## config.mk

```make
export PLATFORM = sky130hd
export DESIGN_NAME = mgmt_cmd_portal
export DESIGN_NICKNAME = d
export VERILOG_FILES = /design/src/rtl/mcp_pkg.sv /design/src/rtl/mcp_decode.sv /design/src/rtl/mcp_slots.sv /design/src/rtl/mgmt_cmd_portal.sv
export SDC_FILE = /design/constraint.sdc
export NUM_CORES = 1
export LEC_CHECK = 0
export BUFFER_PORTS_ARGS = -buffer_cell sky130_fd_sc_hd__buf_2
export CAP_MARGIN = 10
export CORE_MARGIN = 2
export CORE_UTILIZATION = 40
export CTS_CLUSTER_DIAMETER = 150
export CTS_CLUSTER_SIZE = 28
export DETAILED_ROUTE_END_ITERATION = 6
export GPL_ROUTABILITY_DRIVEN = 0
export GPL_TIMING_DRIVEN = 0
export PLACE_DENSITY = 0.68
export SYNTH_ARGS = -nofsm -noshare
export SYNTH_HDL_FRONTEND = slang
export SYNTH_SLANG_ARGS = --single-unit
```

## constraint.sdc

```tcl
create_clock -name clk -period 7.25 [get_ports clk]
set_input_delay 1.45 -clock clk [delete_from_list [all_inputs] [get_ports clk]]
set_output_delay 1.45 -clock clk [all_outputs]
set_load 0.1 [all_outputs]
```

## src/rtl/mcp_pkg.sv

```systemverilog
`timescale 1ns/1ps
package mcp_pkg;
  typedef enum logic [1:0] {ST_IDLE, ST_REQ, ST_WAIT, ST_DONE} mcp_state_e;
  typedef enum logic [1:0] {K_ACQ, K_QRY, K_BAD} mcp_kind_e;
  localparam logic [2:0] OP_ACQ = 3'h1;
  localparam logic [2:0] OP_QRY = 3'h4;
  localparam logic [2:0] OP_BAD = 3'h6;
  localparam logic [2:0] OP_ECC = 3'h7;
endpackage

```

## src/rtl/mcp_decode.sv

```systemverilog
`timescale 1ns/1ps
module mcp_decode
  import mcp_pkg::*;
#(
  parameter int MAX_BUF = 8,
  parameter int POOL_W  = 6
) (
  input  logic [7:0] verb,
  input  logic [7:0] pool_byte,
  output mcp_kind_e  kind,
  output logic [3:0] count
);
  logic [2:0] code;
  logic       pool_ok;

  assign code    = verb[6:4];
  assign count   = verb[3:0];
  assign pool_ok = (pool_byte >> POOL_W) == 8'h00;

  always_comb begin
    kind = K_BAD;
    if (code == OP_ACQ && count != 4'd0 && count <= 4'(MAX_BUF) && pool_ok)
      kind = K_ACQ;
    else if (code == OP_QRY && pool_ok)
      kind = K_QRY;
  end
endmodule

```

## src/rtl/mcp_slots.sv

```systemverilog
`timescale 1ns/1ps
module mcp_slots #(
  parameter int ADDR_W  = 32,
  parameter int MAX_BUF = 8,
  parameter int WORD_W  = $clog2(MAX_BUF + 1),
  parameter int IDX_W   = (MAX_BUF > 1) ? $clog2(MAX_BUF) : 1
) (
  input  logic              clk,
  input  logic              rst_n,
  input  logic              clr_en,
  input  logic              clr_slot,
  input  logic              buf_we,
  input  logic              buf_slot,
  input  logic [IDX_W-1:0]  buf_idx,
  input  logic [ADDR_W-1:0] buf_addr,
  input  logic              fin_en,
  input  logic              fin_slot,
  input  logic [7:0]        fin_verb,
  input  logic [7:0]        fin_pool,
  input  logic              rd_slot,
  input  logic [WORD_W-1:0] rd_word,
  output logic [31:0]       rd_data,
  output logic [1:0][7:0]   verb_o
);
  logic [1:0][7:0]   verb_q;
  logic [1:0][7:0]   pool_q;
  logic [ADDR_W-1:0] bufs [2][MAX_BUF];
  logic [IDX_W-1:0]  ridx;

  always_ff @(posedge clk or negedge rst_n) begin
    if (!rst_n) begin
      verb_q <= '0;
      pool_q <= '0;
      for (int s = 0; s < 2; s++)
        for (int b = 0; b < MAX_BUF; b++)
          bufs[s][b] <= '0;
    end else begin
      for (int s = 0; s < 2; s++) begin
        if (clr_en && clr_slot == 1'(s)) begin
          verb_q[s] <= '0;
          pool_q[s] <= '0;
          for (int b = 0; b < MAX_BUF; b++)
            bufs[s][b] <= '0;
        end else begin
          if (buf_we && buf_slot == 1'(s))
            bufs[s][buf_idx] <= buf_addr;
          if (fin_en && fin_slot == 1'(s)) begin
            verb_q[s] <= fin_verb;
            pool_q[s] <= fin_pool;
          end
        end
      end
    end
  end

  assign ridx   = IDX_W'(rd_word - 1'b1);
  assign verb_o = verb_q;

  always_comb begin
    rd_data = '0;
    if (rd_word == '0)
      rd_data = {16'h0, pool_q[rd_slot], verb_q[rd_slot]};
    else if (rd_word <= WORD_W'(MAX_BUF))
      rd_data = 32'(bufs[rd_slot][ridx]);
  end
endmodule

```

## src/rtl/mgmt_cmd_portal.sv

```systemverilog
`timescale 1ns/1ps
module mgmt_cmd_portal
  import mcp_pkg::*;
#(
  parameter int ADDR_W  = 32,
  parameter int MAX_BUF = 8,
  parameter int POOL_W  = 6
) (
  input  logic                           clk,
  input  logic                           rst_n,
  input  logic                           cmd_we,
  input  logic [3:0]                     cmd_addr,
  input  logic [31:0]                    cmd_wdata,
  input  logic                           rsp_slot,
  input  logic [$clog2(MAX_BUF+1)-1:0]   rsp_word,
  output logic [31:0]                    rsp_rdata,
  output logic                           pool_req_valid,
  input  logic                           pool_req_ready,
  output logic [POOL_W-1:0]              pool_req_id,
  input  logic                           pool_gnt_valid,
  output logic                           pool_gnt_ready,
  input  logic                           pool_gnt_empty,
  input  logic                           pool_gnt_err,
  input  logic [ADDR_W-1:0]              pool_gnt_addr,
  output logic                           overrun
);
  localparam int WORD_W = $clog2(MAX_BUF + 1);
  localparam int IDX_W  = (MAX_BUF > 1) ? $clog2(MAX_BUF) : 1;
  localparam logic [7:0] CMD_RST_VERB = 8'h00;

  logic [7:0]        cmd_verb_q, cmd_pool_q;
  mcp_state_e        state_q;
  logic              slot_q;
  logic [WORD_W-1:0] cnt_q, need_q;
  logic [2:0]        code_q;
  logic              overrun_q;
  logic              busy, word0_wr, phase_flip, commit, take_buf;
  mcp_kind_e         dec_kind;
  logic [3:0]        dec_count;
  logic [1:0][7:0]   slot_verbs;
  logic              unused_hi;

  assign unused_hi  = ^cmd_wdata[31:16];
  assign busy       = (state_q != ST_IDLE);
  assign word0_wr   = cmd_we && (cmd_addr == 4'd0);
  assign phase_flip = word0_wr && (cmd_wdata[7] != cmd_verb_q[7]);
  assign commit     = phase_flip && !busy;
  assign take_buf   = (state_q == ST_WAIT) && pool_gnt_valid &&
                      !pool_gnt_err && !pool_gnt_empty;

  mcp_decode #(.MAX_BUF(MAX_BUF), .POOL_W(POOL_W)) u_dec (
    .verb      (cmd_wdata[7:0]),
    .pool_byte (cmd_wdata[15:8]),
    .kind      (dec_kind),
    .count     (dec_count)
  );

  always_ff @(posedge clk or negedge rst_n) begin
    if (!rst_n) begin
      cmd_verb_q <= CMD_RST_VERB;
      cmd_pool_q <= '0;
      state_q    <= ST_IDLE;
      slot_q     <= ~CMD_RST_VERB[7];
      cnt_q      <= '0;
      need_q     <= '0;
      code_q     <= '0;
      overrun_q  <= 1'b0;
    end else begin
      if (word0_wr && !busy) begin
        cmd_verb_q <= cmd_wdata[7:0];
        cmd_pool_q <= cmd_wdata[15:8];
      end
      if (phase_flip && busy)
        overrun_q <= 1'b1;
      case (state_q)
        ST_IDLE: if (commit) begin
          cnt_q  <= '0;
          need_q <= WORD_W'(dec_count);
          case (dec_kind)
            K_ACQ:   begin code_q <= OP_ACQ; state_q <= ST_REQ;  end
            K_QRY:   begin code_q <= OP_QRY; state_q <= ST_DONE; end
            default: begin code_q <= OP_BAD; state_q <= ST_DONE; end
          endcase
        end
        ST_REQ: if (pool_req_ready) state_q <= ST_WAIT;
        ST_WAIT: if (pool_gnt_valid) begin
          if (pool_gnt_err) begin
            code_q  <= OP_ECC;
            state_q <= ST_DONE;
          end else if (pool_gnt_empty) begin
            state_q <= ST_DONE;
          end else begin
            cnt_q   <= cnt_q + 1'b1;
            state_q <= (cnt_q + 1'b1 == need_q) ? ST_DONE : ST_REQ;
          end
        end
        default: begin
          slot_q  <= ~slot_q;
          state_q <= ST_IDLE;
        end
      endcase
    end
  end

  mcp_slots #(.ADDR_W(ADDR_W), .MAX_BUF(MAX_BUF)) u_slots (
    .clk      (clk),
    .rst_n    (rst_n),
    .clr_en   (commit),
    .clr_slot (slot_q),
    .buf_we   (take_buf),
    .buf_slot (slot_q),
    .buf_idx  (IDX_W'(cnt_q)),
    .buf_addr (pool_gnt_addr),
    .fin_en   (state_q == ST_DONE),
    .fin_slot (slot_q),
    .fin_verb ({cmd_verb_q[7], code_q, 4'(cnt_q)}),
    .fin_pool (cmd_pool_q),
    .rd_slot  (rsp_slot),
    .rd_word  (rsp_word),
    .rd_data  (rsp_rdata),
    .verb_o   (slot_verbs)
  );

  assign pool_req_valid = (state_q == ST_REQ);
  assign pool_req_id    = cmd_pool_q[POOL_W-1:0];
  assign pool_gnt_ready = (state_q == ST_WAIT);
  assign overrun        = overrun_q;
endmodule

```

==> impl_metrics.csv <==
group,metric,value,unit
routing,wl_met2,35.5,mm
floorplan,die_w,255,um
pwr,static-leakage-power,0.0126,uW
run_status,status,"finished clean",
sta,fin_crit,7.09,ns
floorplan,std_cell_rows,92,
sta,skew,0.0284,ns
global_routing,antenna_found_initial,4,
floorplan,die_h,255,um
worst_setup_path,worstSetupEndpointType,"primary output",
pwr,peakVddDrop,0.000224,V
routing,routed.top_layer,"met5",
worst_setup_path,cp.required,5.80,ns
cts,cts_buffers,24,
routing,ant_nets,0,
worst_setup_path,cp_slowest_cell,"buf_1",
cts,clockBufferDepth,3,
floorplan,start_util,40.2,%
pwr,power.internal,5220,uW
yosys,seq_area_frac_synth,56.4,%
yosys,syn_area,0.0252,sq mm
routing,vias,18100,
global_routing,grtUsageTotal,23.8,%
flow_run,cap_violations,0,
cts,cts_tree,"built",
cts,postCtsSetupBuffers,0,
worst_setup_path,cp.buffers_inverters,8,
sta,maxSlewViolCount,0,
placed_design,numPortBuffers,68,
cts,cts-root-buf,"clkbuf_16",
yosys,synth_nets,1949,
yosys,ys_types,56,
pwr,powerDensity,278,mW/mm^2
routing,wl_per_cell,27.4,um
layout,drive_gt1_share,16.7,%
yosys,syn-instance-count,1866,
yosys,ys_ff_latch,568,
layout,utilization,43.8,%
yosys,async_flop_share,100,%
yosys,netlist_top_cells_area,"dfrtp_1, a22o_1, mux4_2, mux2i_1, clkbuf_1",
sta,min_period_over_period,97.8,%
pwr,clockPowerShare,21.7,%
cts,clock-sinks,568,
cts,cts_hold_buf,0,
placed_design,dpl.hpwl,54.8,mm
yosys,synth_ff_type,"dfrtp_1",
layout,nets,2048,
floorplan,core_area,0.0627,sq mm
cts,clk_pin_slew,0.11,ns
yosys,synth_top_area_share,56.3,%
global_routing,grt_pass1_wl,118,mm
yosys,synth-edff-count,0,
global_routing,grt_max_degree,129,
worst_setup_path,cp_common_cell,"buf_2",
worst_setup_path,path_class,"in2out",
worst_setup_path,crit_fanout,10,
pwr,switchingPower,2430,uW
yosys,synth_warnings,0,
pwr,finalPower,7640,uW
pwr,power.share.switching,31.8,%
pwr,combPwrFrac,24.4,%
routing,m1WireLength,32.0,mm
routing,drc,0,
worst_setup_path,start_kind,"input pin",
worst_setup_path,crit_family,"buffers and inverters",
routing,routed_wl,77.4,mm
worst_setup_path,path_cells,"buf_2 > buf_1 > clkbuf_2 > inv_1 > ha_1 > buf_2 > xor2_2 > or2_2 > clkbuf_1 > clkbuf_2 > o22ai_1 > o211ai_1 > buf_2",
yosys,synth_area_leader_cell,"dfrtp_1",
sta,worstMarginPinSlew,1.12,ns
global_routing,grt-ovfl-total,0,
worst_setup_path,cpPeakStageDelay,0.53,ns
routing,first_pass_iters,5,
routing,route.met3.wl,7.24,mm
floorplan,fp.dieArea,0.0650,sq mm
sta,setup_viol,0,
sta,fmax,0.141,GHz
cts,worstSkewPairLatency,0.60,ns
routing,drtIter0Drc,2150,
global_routing,grt_pass1_vias,18600,
sta,rsz0062_at_grt,"no",
pwr,seqPwrFrac,53.9,%
sta,hold_viol,0,
routing,via_per_inst,6.41,
layout,syn_to_final_growth,8.92,%
floorplan,io_pins,121,
cts,htreeDepth,1,
sta,relSlewSlack,25.2,%
yosys,avgSynthCellArea,13.5,sq um
min_path,hold_path.class,"reg2reg",
worst_setup_path,arrival,5.64,ns
==> per-stage QoR <==
stage          cell area, sq um  hold WS [ns]  instances   TNS, ns  setup WS [ns]
2_1_floorplan             25200         0.450       1866         0          0.458
3_3_place_gp              26600         0.467       2780  -3544.05          -6.28
3_5_place_dp              26700         0.466       2784    -21.96         -0.987
4_1_cts                   27400         0.495       2819         0         0.0705
5_1_grt                   27400         0.515       2820         0         0.0130
6_report                  27500         0.491       2823         0          0.156
==> registers in the layout, indices dropped and copies added (netlist names) <==
register,cells
code_q,3
cnt_q,4
cmd_verb_q,1
need_q,4
overrun,1
u_slots.pool_q,16
u_slots.verb_o,16
state_q,2
u_slots.bufs,512
cmd_pool_q,8
slot_q,1
==> final timing paths <==
path | startpoint | end | slack [ns] | depth (start not counted)
max | rsp_word[0] | rsp_rdata[12] | 0.16 | 13
min reg2reg | overrun | overrun | 0.49 | 1
max reg2reg | state_q[0] | u_slots.bufs[473] | 4.18 | 6
max in group asynchronous | rst_n | u_slots.bufs[500] | 4.67 | 3
min in group asynchronous | rst_n | u_slots.bufs[134] | 0.92 | 1
min | overrun | overrun | 0.49 | 1
==> power groups by stage <==
stage / Sequential (uW) / Combinational, uW / Clock, uW
3_3_place_gp: 4130 / 1800 / 0
3_5_place_dp: 4160 / 1860 / 0
2_1_floorplan: 4060 / 1420 / 0
5_1_grt: 4180 / 1990 / 1800
6_report: 4120 / 1870 / 1660
4_1_cts: 4110 / 1860 / 1680
==> what timing repair did <==
item                                    CTS  global route
pin swaps                                 0             0
gates resized for setup                   6             5
endpoints found under the setup margin   32             6
==> layout make-up <==
type                    instances  area, sq um
inverters                       7         26.3
diodes                          3         7.51
flip-flops and latches        568        14200
well taps                     846         1060
clock buffers                  34          659
plain buffers                 252         1080
repair buffers                 73          475
clock inverters                 1         20.0
multi-input cells            1039         9900
fillers                      5674        35300
==> cell usage in the layout (no fill, tap or decap), types with 5 or more instances in the layout <==
cell / instances
clkbuf_1: 144
a2111oi_0: 16
nand2b_1: 5
o21ai_1: 8
clkbuf_16: 25
nor2_1: 23
dfrtp_1: 567
nor2b_1: 24
xnor2_1: 6
inv_1: 6
mux2_2: 41
a22o_1: 542
o21ai_0: 8
buf_1: 39
o211ai_1: 16
clkbuf_2: 6
nand2_1: 38
o22ai_1: 31
mux2i_1: 63
a21oi_1: 20
o21bai_1: 7
mux4_2: 98
nand3_1: 21
nand4b_1: 16
and2_1: 5
buf_2: 127
buf_4: 9
==> kinds of logic (layout without fill, tap and decap cells) <==
kind of cell / count (synthesis) / after routing / synth area share, %
mux: 202 / 202 / 13.1
fa+ha+maj: 3 / 3 / 0.149
flops: 568 / 568 / 56.4
buf+inv: 259 / 367 / 4.38
other cells: 0 / 3 / 0
simple gates: 162 / 162 / 3.63
xor+xnor: 10 / 10 / 0.347
compound gates: 662 / 662 / 22.0
==> layer usage <==
layer | track usage, % | vias up
li1 | - | 7409
met1 | 33.4 | 9619
met2 | 36.9 | 925
met3 | 5.65 | 146
met4 | 7.35 | 6
met5 | 0 | -
==> Yosys cell counts (4+ instances only) <==
master	n
clkbuf_1	141
nor2b_1	24
xor2_1	4
buf_1	39
mux2_2	41
o22ai_1	31
nand4b_1	16
a22o_1	542
nand3_1	21
inv_1	6
and2_1	5
o21ai_1	8
buf_4	9
nor2_1	23
nand2b_1	5
mux4_2	98
dfrtp_1	567
a21oi_1	20
xnor2_1	6
nand2_1	38
buf_2	60
mux2i_1	63
nor3_1	4
a2111oi_0	16
o21ai_0	8
o211ai_1	16
o21bai_1	7
Power figures use the tool's default switching activity.
